**src/rtl/ows_pkg.sv**
```systemverilog
package ows_pkg;
  typedef enum logic [1:0] {
    SK_RESET = 2'd0,
    SK_WR0   = 2'd1,
    SK_WR1   = 2'd2,
    SK_READ  = 2'd3
  } slot_kind_e;

  typedef enum logic [3:0] {
    ST_IDLE, ST_RST, ST_RSTW, ST_CMD, ST_CMDW,
    ST_RDA, ST_RDAW, ST_RDB, ST_RDBW, ST_DIR, ST_DIRW
  } seq_state_e;
endpackage

```
**src/rtl/ows_decide.sv**
```systemverilog
module ows_decide #(
  parameter int IDX_W = 6
) (
  input  logic             bit_a,
  input  logic             bit_b,
  input  logic [IDX_W-1:0] pos,
  input  logic [IDX_W-1:0] prev,
  input  logic             old_bit,
  output logic             abort,
  output logic             choice,
  output logic             mark
);
  logic conflict;

  always_comb begin
    abort    = bit_a & bit_b;
    conflict = ~bit_a & ~bit_b;
    choice   = bit_a;
    mark     = 1'b0;
    if (conflict) begin
      if (pos == prev) begin
        choice = 1'b1;
      end else if (pos > prev) begin
        choice = 1'b0;
        mark   = 1'b1;
      end else begin
        choice = old_bit;
        mark   = ~old_bit;
      end
    end
  end
endmodule

```
**src/rtl/ows_disc_track.sv**
```systemverilog
module ows_disc_track #(
  parameter int IDX_W = 6
) (
  input  logic             clk,
  input  logic             rst_n,
  input  logic             clear,
  input  logic             cap_en,
  input  logic [IDX_W-1:0] cap_idx,
  output logic [IDX_W-1:0] disc_q
);
  // Positions arrive in ascending order, so the last capture is the highest.
  always_ff @(posedge clk or negedge rst_n) begin
    if (!rst_n)      disc_q <= '0;
    else if (clear)  disc_q <= '0;
    else if (cap_en) disc_q <= cap_idx;
  end
endmodule

```
**src/rtl/ows_id_store.sv**
```systemverilog
module ows_id_store #(
  parameter int ID_W  = 64,
  parameter int IDX_W = 6
) (
  input  logic             clk,
  input  logic             rst_n,
  input  logic             wr_en,
  input  logic [IDX_W-1:0] wr_idx,
  input  logic             wr_bit,
  input  logic [IDX_W-1:0] rd_idx,
  output logic             rd_bit,
  output logic [ID_W-1:0]  id_q
);
  for (genvar i = 0; i < ID_W; i++) begin : g_bit
    logic b;
    always_ff @(posedge clk or negedge rst_n) begin
      if (!rst_n)                              b <= 1'b0;
      else if (wr_en && wr_idx == IDX_W'(i))   b <= wr_bit;
    end
    assign id_q[i] = b;
  end

  assign rd_bit = id_q[rd_idx];
endmodule

```
**src/rtl/ow_rom_search.sv**
```systemverilog
module ow_rom_search
  import ows_pkg::*;
#(
  parameter int         ID_W     = 64,
  parameter int         CMD_W    = 8,
  parameter logic [7:0] CMD_CODE = 8'hF0,
  localparam int        IDX_W    = $clog2(ID_W),
  localparam int        CIDX_W   = $clog2(CMD_W)
) (
  input  logic             clk,
  input  logic             rst_n,
  input  logic             start,
  input  logic [IDX_W-1:0] prev_disc,
  output logic             slot_valid,
  input  logic             slot_ready,
  output logic [1:0]       slot_kind,
  input  logic             slot_rsp_valid,
  input  logic             slot_rsp_bit,
  output logic             busy,
  output logic             done,
  output logic             err,
  output logic [ID_W-1:0]  rom_id,
  output logic [IDX_W-1:0] next_disc
);
  localparam logic [IDX_W-1:0] LAST_POS = IDX_W'(ID_W - 1);
  localparam logic [IDX_W-1:0] LAST_CMD = IDX_W'(CMD_W - 1);

  seq_state_e       state;
  logic [IDX_W-1:0] pos;
  logic [IDX_W-1:0] prev_q;
  logic             bit_a_q;
  logic             dir_q;
  logic             done_q;
  logic             err_q;
  logic [IDX_W-1:0] disc_out_q;

  logic             abort, choice, mark, old_bit;
  logic             pair_in;
  logic [IDX_W-1:0] disc_run;
  slot_kind_e       kind;

  assign pair_in = (state == ST_RDBW) && slot_rsp_valid;

  ows_decide #(.IDX_W(IDX_W)) u_decide (
    .bit_a   (bit_a_q),
    .bit_b   (slot_rsp_bit),
    .pos     (pos),
    .prev    (prev_q),
    .old_bit (old_bit),
    .abort   (abort),
    .choice  (choice),
    .mark    (mark)
  );

  ows_id_store #(.ID_W(ID_W), .IDX_W(IDX_W)) u_id (
    .clk    (clk),
    .rst_n  (rst_n),
    .wr_en  (pair_in && !abort),
    .wr_idx (pos),
    .wr_bit (choice),
    .rd_idx (pos),
    .rd_bit (old_bit),
    .id_q   (rom_id)
  );

  ows_disc_track #(.IDX_W(IDX_W)) u_disc (
    .clk     (clk),
    .rst_n   (rst_n),
    .clear   ((state == ST_IDLE) && start),
    .cap_en  (pair_in && !abort && mark),
    .cap_idx (pos),
    .disc_q  (disc_run)
  );

  always_ff @(posedge clk or negedge rst_n) begin
    if (!rst_n) begin
      state      <= ST_IDLE;
      pos        <= '0;
      prev_q     <= '0;
      bit_a_q    <= 1'b0;
      dir_q      <= 1'b0;
      done_q     <= 1'b0;
      err_q      <= 1'b0;
      disc_out_q <= '0;
    end else begin
      case (state)
        ST_IDLE: if (start) begin
          state  <= ST_RST;
          prev_q <= prev_disc;
          pos    <= '0;
          done_q <= 1'b0;
          err_q  <= 1'b0;
        end
        ST_RST:  if (slot_ready)     state <= ST_RSTW;
        ST_RSTW: if (slot_rsp_valid) state <= ST_CMD;
        ST_CMD:  if (slot_ready)     state <= ST_CMDW;
        ST_CMDW: if (slot_rsp_valid) begin
          if (pos == LAST_CMD) begin
            pos   <= '0;
            state <= ST_RDA;
          end else begin
            pos   <= pos + 1'b1;
            state <= ST_CMD;
          end
        end
        ST_RDA:  if (slot_ready) state <= ST_RDAW;
        ST_RDAW: if (slot_rsp_valid) begin
          bit_a_q <= slot_rsp_bit;
          state   <= ST_RDB;
        end
        ST_RDB:  if (slot_ready) state <= ST_RDBW;
        ST_RDBW: if (slot_rsp_valid) begin
          if (abort) begin
            err_q      <= 1'b1;
            done_q     <= 1'b1;
            disc_out_q <= '0;
            state      <= ST_IDLE;
          end else begin
            dir_q <= choice;
            state <= ST_DIR;
          end
        end
        ST_DIR:  if (slot_ready) state <= ST_DIRW;
        ST_DIRW: if (slot_rsp_valid) begin
          if (pos == LAST_POS) begin
            done_q     <= 1'b1;
            disc_out_q <= disc_run;
            state      <= ST_IDLE;
          end else begin
            pos   <= pos + 1'b1;
            state <= ST_RDA;
          end
        end
        default: state <= ST_IDLE;
      endcase
    end
  end

  always_comb begin
    slot_valid = 1'b0;
    kind       = SK_RESET;
    case (state)
      ST_RST: slot_valid = 1'b1;
      ST_CMD: begin
        slot_valid = 1'b1;
        kind       = CMD_CODE[pos[CIDX_W-1:0]] ? SK_WR1 : SK_WR0;
      end
      ST_RDA, ST_RDB: begin
        slot_valid = 1'b1;
        kind       = SK_READ;
      end
      ST_DIR: begin
        slot_valid = 1'b1;
        kind       = dir_q ? SK_WR1 : SK_WR0;
      end
      default: ;
    endcase
  end

  assign slot_kind = kind;
  assign busy      = (state != ST_IDLE);
  assign done      = done_q;
  assign err       = err_q;
  assign next_disc = disc_out_q;
endmodule

```
**config.mk**
```make
export PLATFORM = sky130hd
export DESIGN_NAME = ow_rom_search
export DESIGN_NICKNAME = d
export VERILOG_FILES = /design/src/rtl/ows_pkg.sv /design/src/rtl/ows_decide.sv /design/src/rtl/ows_disc_track.sv /design/src/rtl/ows_id_store.sv /design/src/rtl/ow_rom_search.sv
export SDC_FILE = /design/constraint.sdc
export NUM_CORES = 1
export LEC_CHECK = 0
export CAP_MARGIN = 20
export CORE_MARGIN = 3
export CORE_UTILIZATION = 49
export CTS_CLUSTER_SIZE = 12
export DETAILED_ROUTE_END_ITERATION = 6
export GPL_TIMING_DRIVEN = 1
export PLACE_DENSITY = 0.83
export SYNTH_ARGS = -nofsm -noshare
export SYNTH_HDL_FRONTEND = slang
export SYNTH_SLANG_ARGS = --single-unit
```
**constraint.sdc**
```tcl
create_clock -name clk -period 2.7 [get_ports clk]
set_clock_uncertainty 0.15 [all_clocks]
set_input_delay 0.81 -clock clk [delete_from_list [all_inputs] [get_ports clk]]
set_output_delay 0.81 -clock clk [all_outputs]
set_load 0.01 [all_outputs]
```
# [Yosys cells after proc, flatten, opt, wreduce, memory -nomap -nowiden]
# Memory sizes are Yosys's and may differ from the RTL's.
# Index checks and enable logic that the tools add are counted.
[op_classes] n_addsub=1 n_lt_le_gt_ge=3 bitwise=6 mux=48 n_eq_ne=88 reduce_logical=87
[op_table] operator="$eq 6x6->1 const B" n=32
[op_table] operator="$eq 6x5->1 const B" n=16
[op_table] operator="$logic_and 1x1->1" n=68
[op_table] operator="$mux 6" n=11
[op_table] operator="$eq 6x4->1 const B" n=8
[op_table] operator="$mux 4" n=12
[op_table] operator="$pmux 4 s11" n=1
[op_table] operator="$ne 2x2->1 const B" n=14
[op_table] operator="$eq 6x3->1 const B" n=4
[op_table] operator="$pmux 6 s3" n=1
[op_table] operator="$eq 4x3->1 const B" n=4
[op_table] operator="$mux 1" n=14
[op_table] operator="$eq 4x4->1 const B" n=3
[op_table] operator="$eq 6x2->1 const B" n=2
[op_table] operator="$pmux 6 s2" n=1
[op_table] operator="$reduce_and 11->1" n=1
[op_table] operator="$reduce_and 5->1" n=2
[op_table] operator="$eq 4x2->1 const B" n=2
[op_table] operator="$lt 6x7->1 const B" n=1
[op_table] operator="$add 6x1->6 const B" n=1
[op_table] operator="$bmux 1 s6" n=1
[op_table] operator="$eq 6x1->1 const B" n=1
[op_table] operator="$eq 6x6->1" n=1
[op_table] operator="$gt 6x6->1" n=1
[op_table] operator="21 further kinds" n=31
[word_totals] out_inout_bits=76 inputBits=12 memories=1 elab_cells=307 ff_bits=96 romBits=8
[memory_table] memory="(name not given)" words=8 word_bits=1 read_ports=1 rd_clocked_by_memory_dff=0 write_ports=0 line="ow_rom_search.sv:146" source="kind = CMD_CODE[pos[CIDX_W-1:0]] ? SK_WR1 : SK_WR0;"

# [Longest topological paths before layout]
[logic_depth] word_depth=9 mapped_depth=12 depth_no_buf=8

# [By module]
# Synthesis repeated with hierarchy kept, for this count alone.
[unflattened] hier_cells=540 area_unflattened_um2=5758.0
[by_module_without_submodules] mod="ows_id_store" cells_each=341 area_each_um2=3818.7 seq_area_each_um2=1601.5 n_inst=1
[by_module_without_submodules] mod="ow_rom_search" cells_each=155 area_each_um2=1503.9 seq_area_each_um2=650.6 n_inst=1
[by_module_without_submodules] mod="ows_disc_track" cells_each=19 area_each_um2=244.0 seq_area_each_um2=150.1 n_inst=1
[by_module_without_submodules] mod="ows_decide" cells_each=25 area_each_um2=191.4 seq_area_each_um2=0.0 n_inst=1

# [Worst setup path before layout]
# No wires, ideal clock.
[synth_timing] kind="in2reg" startpoint="input port slot_rsp_bit" endpoint="register u_id.g_bit[1].b" t_arrival_ps=2264 setup_slack_ps=160 path_buffers=1 cell_stages=7 path_cell_list="clkbuf_1 a21oi_1 nand3_1 nor3_1 nand2_1 o21ai_0 o21ai_2"
[synth_between] elab_chain_cells=4 word_cells_on_any_way=7 classes_between="1 x mux; 3 x bitwise; 3 x reduce/logical"
[synth_lines] element="start: declaration" line="ow_rom_search.sv:18" source="input logic slot_rsp_bit,"
[synth_lines] element="$and 1x1->1" line="ows_decide.sv:16" source="abort = bit_a & bit_b;"
[synth_lines] element="$logic_not 1->1" line="ow_rom_search.sv:58" source=".wr_en (pair_in && !abort),"
[synth_lines] element="$logic_and 1x1->1" line="ow_rom_search.sv:58"
[synth_lines] element="$logic_and 1x1->1" line="ows_id_store.sv:18" source="else if (wr_en && wr_idx == IDX_W'(i)) b <= wr_bit;"
[synth_lines] element="end signal: assignment" line="ows_id_store.sv:18"
[synth_lines] element="end: declaration" line="ows_id_store.sv:15" source="logic b;"
# Parallel ways exist; a longest one is shown, timed or not.
# A chain may end at the register's enable or synchronous reset.

# [Worst setup path after layout]
[layout_timing] startpoint="register pos[1]" endpoint="register u_id.g_bit[50].b"
[layout_between] elab_chain_cells=5 word_cells_on_any_way=9 classes_between="1 x order compare; 2 x eq/ne; 5 x mux; 1 x reduce/logical"
[layout_lines] element="start: declaration" line="ow_rom_search.sv:29" source="logic [IDX_W-1:0] pos;"
[layout_lines] element="start signal: assignment" line="ow_rom_search.sv:102" source="pos <= pos + 1'b1;"
[layout_lines] element="start signal: assignment" line="ow_rom_search.sv:130" source="pos <= pos + 1'b1;"
[layout_lines] element="$bmux 1 s6" line="ows_id_store.sv:23" source="assign rd_bit = id_q[rd_idx];"
[layout_lines] element="$mux 1 (implied by the code)" line="ows_id_store.sv:23"
[layout_lines] element="$mux 1" line="ows_decide.sv:23" source="end else if (pos > prev) begin"
[layout_lines] element="$mux 1" line="ows_decide.sv:21" source="if (pos == prev) begin"
[layout_lines] element="$mux 1" line="ows_decide.sv:20" source="if (conflict) begin"
[layout_lines] element="end signal: assignment" line="ows_id_store.sv:18"
[layout_lines] element="end: declaration" line="ows_id_store.sv:15"
# Parallel ways exist; a longest one is shown, timed or not. The select of a mux whose other input is x is not followed.

==> results_dict.tcl <==
set metrics [dict create \
    synth_edf_count 0 \
    r2r-start "pos[1]" \
    p_leak_nw 3.01 \
    post-dp-hpwl_microns 11900 \
    intPower_mw 3.38 \
    worstSetupPathType "reg -> reg" \
    detail-route-antenna-nets 0 \
    core_sq_um 11100 \
    syn_inst 584 \
    cp-end-kind "flop" \
    nets 678 \
    rsz0062_at_grt "true" \
    power.switching_mw 1.83 \
    p_clk_share_pct 26.5 \
    fmax_mhz 373 \
    antenna_cells 0 \
    drt-wirelength-per-cell_microns 20.6 \
    grt_overflow 0 \
    numPortBuffers 87 \
    wl_microns 16500 \
    hold_slack_ns 0.296 \
    final_util_pct 64.1 \
    place_inst 780 \
    die_y_microns 114 \
    reg2reg_to "u_id.g_bit[50].b" \
    path_clk_slew_ns 0.07 \
    report.power.total_mw 5.22 \
    yosysUniqueCellTypes 57 \
    crit_start "pos[1]" \
    num_rows 38 \
    fin_tns_setup_ns 0 \
    postSynthAreaPerCell_sq_um 9.72 \
    h-tree-depth 3 \
    drt-initial-drc-count 429 \
    synthMostInstantiatedCell "dfrtp_1" \
    hold_class "in -> async" \
    synth_ff_type "dfrtp_1" \
    drc_errors 0 \
    netlist.area_leader.share_pct 42.3 \
    drive_above_1_share_pct 21.6 \
    fin_crit_ns 2.68 \
    synth-seq-cells 96 \
    min_period_over_period_pct 99.2 \
    tightest_slew_ns 0.537 \
    die_w_microns 114 \
    cts.sinks 96 \
    crit_path_start_kind "flop" \
    setup_viol 0 \
    grtUsageTotal_pct 26.0 \
    slew_headroom_pct 64.2 \
    cts_tree "built" \
    yosysWarningCount 0 \
    ios 88 \
    yosysTopAreaCell "dfrtp_1" \
    grt_pass1_wl_microns 26300 \
    slew_viol_final 0 \
    grt_pass1_vias 4881 \
    p_per_area_nw_per_um2 734 \
    dp_worst_setup_slack_ns -0.186 \
    cp-endpoint "u_id.g_bit[50].b" \
    design_area_sq_um 7100 \
    synth.area.top_cells "dfrtp_1 42%, buf_4 8.6%, o21ai_0 7.4%" \
    yosysSeqAreaShare_pct 42.3 \
    syn_to_final_growth_pct 25.0 \
    synth_common_cells "96 x dfrtp_1, 84 x o21ai_0, 65 x buf_4, 56 x nand2_1, 29 x o31ai_1" \
    peakVddDrop_v 0.000561 \
    root_buffer "clkbuf_16" \
    comb_power_share_pct 40.9 \
    cp_max_fo 15 \
    placed_area_sq_um 6660 \
    vias 4817 \
    final_cells 801 \
    routabilityCongestion 0.941 \
    fin_ws_ns 0.0220 \
    r2r_setup_slack_ns 0.02 \
    nFillCells 873 \
    seqPwrFrac_pct 32.6 \
    clockBufferDepth 2 \
    grt_max_degree 37 \
    syn_nets 606 \
    antenna_found_initial 0 \
    numCtsBuffers 9 \
    cp.required_ns 2.81 \
    vias_per_cell 6.01 \
    firstDrtPassIters 5 \
    r2r_cells 9 \
    hold_viol 0 \
    dieArea_sq_um 12900 \
    syn_area_sq_um 5680 \
    status "complete, no violations" \
    start_util_pct 51.3 \
    power.share.switching_pct 35.1 \
    crit_arrival_ns 2.79 \
    cap_viol_max_count 0 \
    clk_latency_ns 0.35 \
    cts_hold_buffers 0 \
    ys_async_sr_fraction_pct 100 \
]
-- timing repair --
action                     in CTS  in global routing
setup endpoints to repair      41                 56
setup buffers                   2                  2
pin swaps                       1                  3
resized for setup              11                 21
hold endpoints to repair        0                  0
gates cloned                    0                  1
-- layer usage --
layer	vias up	share of wire (%)	track usage, %
met5	-	0	0
met2	246	50	44.0
met3	50	8.1	5.73
met4	0	3.3	9.21
met1	2349	39	33.0
li1	2172	-	-
-- power groups by stage --
stage | clock, mW | sequential (mW) | combinational, mW
after floorplan | 0 | 1.69 | 1.22
after global placement | 0 | 1.71 | 1.88
after detailed placement | 0 | 1.72 | 1.93
after CTS | 1.40 | 1.69 | 1.96
after global routing | 1.46 | 1.72 | 2.30
final | 1.38 | 1.70 | 2.13
-- logic make-up after synthesis --
logic type / synth area share (%)
mux: 9.12
fa+ha+maj: 2.20
flops: 42.3
buf+inv: 13.7
simple gates: 10.8
compound gates: 21.9
-- cell type report --
class                           instances  area, sq um  share of cell area (%)
Multi-Input combinational cell        362         2540                    35.7
Sequential cell                        96         2410                    33.9
Timing Repair Buffer                  161         1560                    22.0
Inverter                               26         97.6                    1.37
Tap cell                              140          175                    2.47
Clock inverter                          6         82.6                    1.16
Clock buffer                           10          239                    3.37
-- state kept, by name, indices dropped and copies added, names as in the netlist --
register,cells
u_id.g_bit.b,64
next_disc,6
pos,6
prev_q,6
u_disc.disc_q,6
state,4
bit_a_q,1
dir_q,1
done,1
err,1
-- worst max-delay path, stage by stage, from the launching register on --
cell	delay, ns
dfrtp_2	0.45
buf_12	0.16
buf_6	0.14
mux2i_2	0.17
mux4_2	0.48
o2111a_2	0.31
o21bai_4	0.19
o2111ai_4	0.16
buf_12	0.19
o21ai_0	0.18
-- placed cells by master, fill, tap and decap left out, types with 4 or more instances in the layout --
| cell type | Yosys | layout |
|---|---|---|
| buf_4 | 65 | 61 |
| a32o_1 | 6 | 6 |
| buf_6 | 3 | 4 |
| dfrtp_1 | 96 | 93 |
| o31ai_1 | 29 | 28 |
| mux2i_1 | 15 | 14 |
| nor3_1 | 8 | 7 |
| nand2_1 | 56 | 55 |
| nand2b_1 | 5 | 5 |
| o21ai_2 | 14 | 15 |
| mux4_2 | 8 | 10 |
| nand4_1 | 4 | 4 |
| and2_1 | 4 | 4 |
| mux2_2 | 5 | 5 |
| clkbuf_16 | 0 | 10 |
| a21oi_1 | 18 | 18 |
| clkdlybuf4s50_1 | 0 | 82 |
| buf_12 | 1 | 8 |
| nor2b_1 | 8 | 8 |
| a31oi_1 | 6 | 6 |
| inv_1 | 26 | 26 |
| and3_1 | 4 | 4 |
| o21ai_0 | 84 | 77 |
| ha_1 | 10 | 10 |
| nor2_1 | 21 | 21 |
| nand3_1 | 10 | 10 |
| o21ai_1 | 6 | 12 |
-- worst min path at each step --
stage / to / slack, ns / depth (start not counted)
4_1_cts: u_disc.disc_q[1] / 0.31 / 1
3_5_place_dp: u_disc.disc_q[1] / 0.33 / 1
2_1_floorplan: u_id.g_bit[47].b / 0.31 / 2
5_1_grt: prev_q[2] / 0.33 / 1
6_report: u_disc.disc_q[1] / 0.30 / 1
3_3_place_gp: u_disc.disc_q[3] / 0.33 / 1
No activity file was read; power rests on OpenSTA's default activity.
